File: src/rtl/acqw_pkg.sv
package acqw_pkg;

    typedef enum logic [1:0] {
        SEQ_IDLE  = 2'd0,
        SEQ_TRACK = 2'd1,
        SEQ_DONE  = 2'd2
    } seq_state_e;

    // Width needed to hold the longest window for the given configuration.
    function automatic int win_len_width(input int code_w, input int full_base, input int short_base);
        int max_base;
        int max_len;
        max_base = (full_base > short_base) ? full_base : short_base;
        max_len  = max_base + 2 * ((1 << code_w) - 1);
        return $clog2(max_len + 1);
    endfunction

endpackage

File: src/rtl/acqw_len_calc.sv
module acqw_len_calc #(
    parameter int CODE_W     = 4,
    parameter int FULL_BASE  = 9,
    parameter int SHORT_BASE = 2,
    parameter int LEN_W      = 6
) (
    input  logic [CODE_W-1:0] code_i,
    input  logic              short_mode_i,
    output logic [LEN_W-1:0]  len_o
);

    localparam logic [LEN_W-1:0] FULL_BASE_V  = LEN_W'(FULL_BASE);
    localparam logic [LEN_W-1:0] SHORT_BASE_V = LEN_W'(SHORT_BASE);

    logic [LEN_W-1:0] base;
    logic [LEN_W-1:0] extra;

    always_comb begin
        base  = short_mode_i ? SHORT_BASE_V : FULL_BASE_V;
        extra = LEN_W'(code_i) << 1;
        len_o = base + extra;
    end

endmodule

File: src/rtl/acqw_countdown.sv
module acqw_countdown #(
    parameter int LEN_W = 6
) (
    input  logic             clk,
    input  logic             rst,
    input  logic             load_i,
    input  logic [LEN_W-1:0] len_i,
    input  logic             run_i,
    output logic             last_o
);

    typedef struct packed {
        logic [LEN_W-1:0] remain;
    } cnt_regs_t;

    cnt_regs_t cnt_d, cnt_q;

    always_comb begin
        cnt_d = cnt_q;
        if (load_i) begin
            cnt_d.remain = len_i;
        end else if (run_i && (cnt_q.remain != '0)) begin
            cnt_d.remain = cnt_q.remain - 1'b1;
        end
    end

    always_ff @(posedge clk) begin
        if (rst) begin
            cnt_q <= '0;
        end else begin
            cnt_q <= cnt_d;
        end
    end

    assign last_o = (cnt_q.remain == LEN_W'(1));

endmodule

File: src/rtl/acqw_seq.sv
module acqw_seq
    import acqw_pkg::*;
(
    input  logic clk,
    input  logic rst,
    input  logic start_i,
    input  logic last_i,
    output logic load_o,
    output logic track_o,
    output logic done_o
);

    typedef struct packed {
        seq_state_e state;
    } seq_regs_t;

    seq_regs_t seq_d, seq_q;

    always_comb begin
        seq_d  = seq_q;
        load_o = 1'b0;
        unique case (seq_q.state)
            SEQ_IDLE, SEQ_DONE: begin
                if (start_i) begin
                    load_o      = 1'b1;
                    seq_d.state = SEQ_TRACK;
                end else begin
                    seq_d.state = SEQ_IDLE;
                end
            end
            SEQ_TRACK: begin
                if (last_i) begin
                    seq_d.state = SEQ_DONE;
                end
            end
            default: seq_d.state = SEQ_IDLE;
        endcase
    end

    always_ff @(posedge clk) begin
        if (rst) begin
            seq_q.state <= SEQ_IDLE;
        end else begin
            seq_q <= seq_d;
        end
    end

    assign track_o = (seq_q.state == SEQ_TRACK);
    assign done_o  = (seq_q.state == SEQ_DONE);

endmodule

File: src/rtl/acq_window_timer.sv
module acq_window_timer #(
    parameter int CODE_W     = 4,
    parameter int FULL_BASE  = 9,
    parameter int SHORT_BASE = 2
) (
    input  logic              clk,
    input  logic              rst,
    input  logic              start_i,
    input  logic [CODE_W-1:0] code_i,
    input  logic              short_mode_i,
    output logic              track_o,
    output logic              done_o
);

    localparam int LEN_W = acqw_pkg::win_len_width(CODE_W, FULL_BASE, SHORT_BASE);

    logic [LEN_W-1:0] win_len;
    logic             load;
    logic             last;

    acqw_len_calc #(
        .CODE_W    (CODE_W),
        .FULL_BASE (FULL_BASE),
        .SHORT_BASE(SHORT_BASE),
        .LEN_W     (LEN_W)
    ) u_len_calc (
        .code_i      (code_i),
        .short_mode_i(short_mode_i),
        .len_o       (win_len)
    );

    acqw_seq u_seq (
        .clk    (clk),
        .rst    (rst),
        .start_i(start_i),
        .last_i (last),
        .load_o (load),
        .track_o(track_o),
        .done_o (done_o)
    );

    acqw_countdown #(
        .LEN_W(LEN_W)
    ) u_countdown (
        .clk   (clk),
        .rst   (rst),
        .load_i(load),
        .len_i (win_len),
        .run_i (track_o),
        .last_o(last)
    );

endmodule

File: config.mk
export PLATFORM = sky130hd
export DESIGN_NAME = acq_window_timer
export DESIGN_NICKNAME = d
export VERILOG_FILES = /design/src/rtl/acqw_pkg.sv /design/src/rtl/acqw_len_calc.sv /design/src/rtl/acqw_countdown.sv /design/src/rtl/acqw_seq.sv /design/src/rtl/acq_window_timer.sv
export SDC_FILE = /design/constraint.sdc
export NUM_CORES = 1
export LEC_CHECK = 0
export ABC_AREA = 1
export BUFFER_PORTS_ARGS = -buffer_cell sky130_fd_sc_hd__buf_2
export CORE_MARGIN = 5
export CORE_UTILIZATION = 40
export CTS_CLUSTER_DIAMETER = 100
export DETAILED_ROUTE_END_ITERATION = 16
export GPL_ROUTABILITY_DRIVEN = 0
export MAX_ROUTING_LAYER = met4
export PLACE_DENSITY = 0.65
export RECOVER_POWER = 50
export REMOVE_ABC_BUFFERS = 1
export SLEW_MARGIN = 40
export SYNTH_ARGS = -nofsm -noshare
export SYNTH_HDL_FRONTEND = slang
export SYNTH_SLANG_ARGS = --single-unit
File: constraint.sdc
create_clock -name clk -period 1.3 [get_ports clk]
set_input_delay 0.325 -clock clk [delete_from_list [all_inputs] [get_ports clk]]
set_output_delay 0.325 -clock clk [all_outputs]
set_load 0.03 [all_outputs]
==> results.yml <==
yosys:
  ys.flop_type: "dfxtp_1"
  syn-cell-area_sq_um: 583
  synth_edf_count: 0
  yosys.area.top_type_share: 0.275
  async_reset_ff_frac: 0
  syn_inst: 86
  ys_seq_elements: 8
  synth_top_area_cell: "dfxtp_1"
  synthTopCellsByArea: "dfxtp_1, ha_1, nand2_1"
  yosys-top-cells-count: "nand2_1, nor2_1, o21ai_1"
  yosysWarnings: 0
  syn_area_per_cell_sq_um: 6.78
  yosysSeqAreaShare: 0.275
  synth_cell_types: 21
timing:
  fmax_mhz: 807
  hold_violations: 0
  slew_headroom: 0.841
  hold_slack_ps: 271
  finalCriticalPeriod_ps: 1240
  tightestPinTransition_ps: 238
  rsz0062_at_grt: "true"
  layout_setup_ws_ps: 61.0
  fin_setup_tns_ps: 0
  skew_ps: 10.0
  final-setup-viol-count: 0
  fin_crit_sh: 0.953
  slew_violations: 0
die:
  io_pins: 10
  die-width_microns: 48.2
  core_area_sq_mm: 0.00133
  start_util: 0.437
  dieHeight_microns: 48.2
  dieArea_sq_mm: 0.00232
  row_count: 13
power_and_ir_drop:
  intPower_mw: 0.562
  p_comb_frac: 0.432
  clock_power_share: 0.219
  p_sw_frac: 0.385
  peakVddDrop_uv: 724
  power_leakage_nw: 0.350
  total_power_mw: 0.913
  seqPwrFrac: 0.349
  power.density_mw_per_mm2: 1240
  p_sw_mw: 0.351
routing:
  drc: 0
  routed_wl_microns: 1250
  drtIter0Drc: 8
  num_vias: 567
  wl_per_cell_microns: 10.7
  viasPerCell: 4.85
  ant_nets: 0
  dr.pass1.iters: 4
status:
  status: "complete, no violations"
setup_path:
  r2r-start: "u_countdown.cnt_q[1]"
  r2r_slack_ps: 110
  endpoint: "done_o"
  worstSetupEndpointType: "output port"
  required_ps: 980
  critPathLaunchType: "register"
  critPathLaunch: "u_seq.seq_q[1]"
  reg2reg_to: "u_countdown.cnt_q[3]"
  critical_path_class: "reg -> out"
  worstPathMaxFanout: 3
  worst-r2r-cell-count: 8
  cp_data_arrival_time_ps: 910
final_layout:
  diodes: 0
  fin_util: 0.553
  fin_cells: 117
  fill_cells: 139
  syn_to_final_growth_pct: 26.4
  nNetsFinal: 117
  finish.instance_area_sq_um: 737
  drive_above_1_share: 0.402
cts:
  htreeDepth: 1
  clk_latency_ps: 260
  cts_tree: "yes"
  clkSinkCount: 8
  cts_hold_buf: 0
  root_buffer: "clkbuf_4"
  clk_pin_slew_worst_paths_ps: 60
  cts.path.max_buffers: 2
  post_cts_buffers: 0
  cts_made_buffers: 3
grt:
  antenna_found_initial: 0
  grt_pass1_vias: 558
  grt_pass1_wl_microns: 2250
  grt_max_degree: 12
  grt_usage: 0.150
  grt-ovfl-total: 0
min_path:
  min_from: "rst"
  hp-class: "in -> reg"
job:
  drv_cap: 0
placement:
  place_ws_ps: -179
  place_inst: 114
  placed_area_sq_um: 673
  io_buffer_count: 9
  dpl.hpwl_microns: 1020
==> worst min-delay path by stage <==
stage	endpoint	slack [ps]	cells past startpoint
finish	u_countdown.cnt_q[5]	270	2
global route	u_countdown.cnt_q[5]	270	2
CTS	u_seq.seq_q[1]	270	2
detailed placement	u_countdown.cnt_q[5]	490	2
global placement	u_countdown.cnt_q[5]	480	2
floorplan	u_countdown.cnt_q[5]	390	1
==> per-layer routing <==
| layer | GRT usage | wire [microns] |
|---|---|---|
| met2 | 0.242 | 603 |
| met4 | 0.0645 | 14 |
| met5 | - | 0 |
| met3 | 0.0443 | 63 |
| met1 | 0.169 | 572 |
==> layout make-up <==
class | count | area, sq um | area share
multi-input combinational | 66 | 390 | 0.530
sequential | 8 | 168 | 0.228
timing repair buffer | 14 | 91.3 | 0.124
inverter | 11 | 46.3 | 0.0628
clock buffer | 3 | 22.5 | 0.0306
tap | 15 | 18.8 | 0.0255
==> cell usage in the layout (no fill, tap or decap) <==
master,count
nor2_2,5
nor2_4,1
a21oi_1,4
xnor2_1,2
inv_2,5
ha_2,1
nand3_1,5
ha_4,1
buf_4,5
buf_2,7
nand2_2,3
nand2_4,1
o21ai_1,9
o21ai_0,1
or2_2,1
dfxtp_1,4
clkinv_4,1
a21oi_2,1
clkbuf_4,4
dfxtp_2,3
buf_6,1
inv_1,5
nor4_1,1
dfxtp_4,1
nand2_1,15
xor2_1,1
nor2_1,11
ha_1,3
==> state kept, by name, indices dropped and copies added, names as in the netlist <==
| name | cells |
|---|---|
| u_countdown.cnt_q | 6 |
| u_seq.seq_q | 2 |
==> kinds of logic after synthesis <==
logic type	Yosys count	share of synthesized area
simple gates	43	0.339
fa+ha+maj	5	0.107
buf+inv	12	0.0987
compound gates	15	0.135
xor+xnor	3	0.0451
flops	8	0.275
==> repair_timing <==
action                     in CTS  in global routing
pin swaps                       0                  1
gates resized for setup         4                 14
setup endpoints to repair       3                  8
==> critical path: stages (launching register included) <==
cell and delay, ps:
dfxtp_4 370, inv_2 40, nor2_2 90, buf_4 160
==> power groups by stage <==
stage | registers [mW] | clock network, mW | logic, mW
floorplan | 0.313 | 0 | 0.270
global placement | 0.317 | 0 | 0.359
detailed placement | 0.318 | 0 | 0.366
CTS | 0.313 | 0.209 | 0.374
global route | 0.323 | 0.226 | 0.463
finish | 0.319 | 0.200 | 0.395
Note: power is estimated with default switching activity, not from simulation.
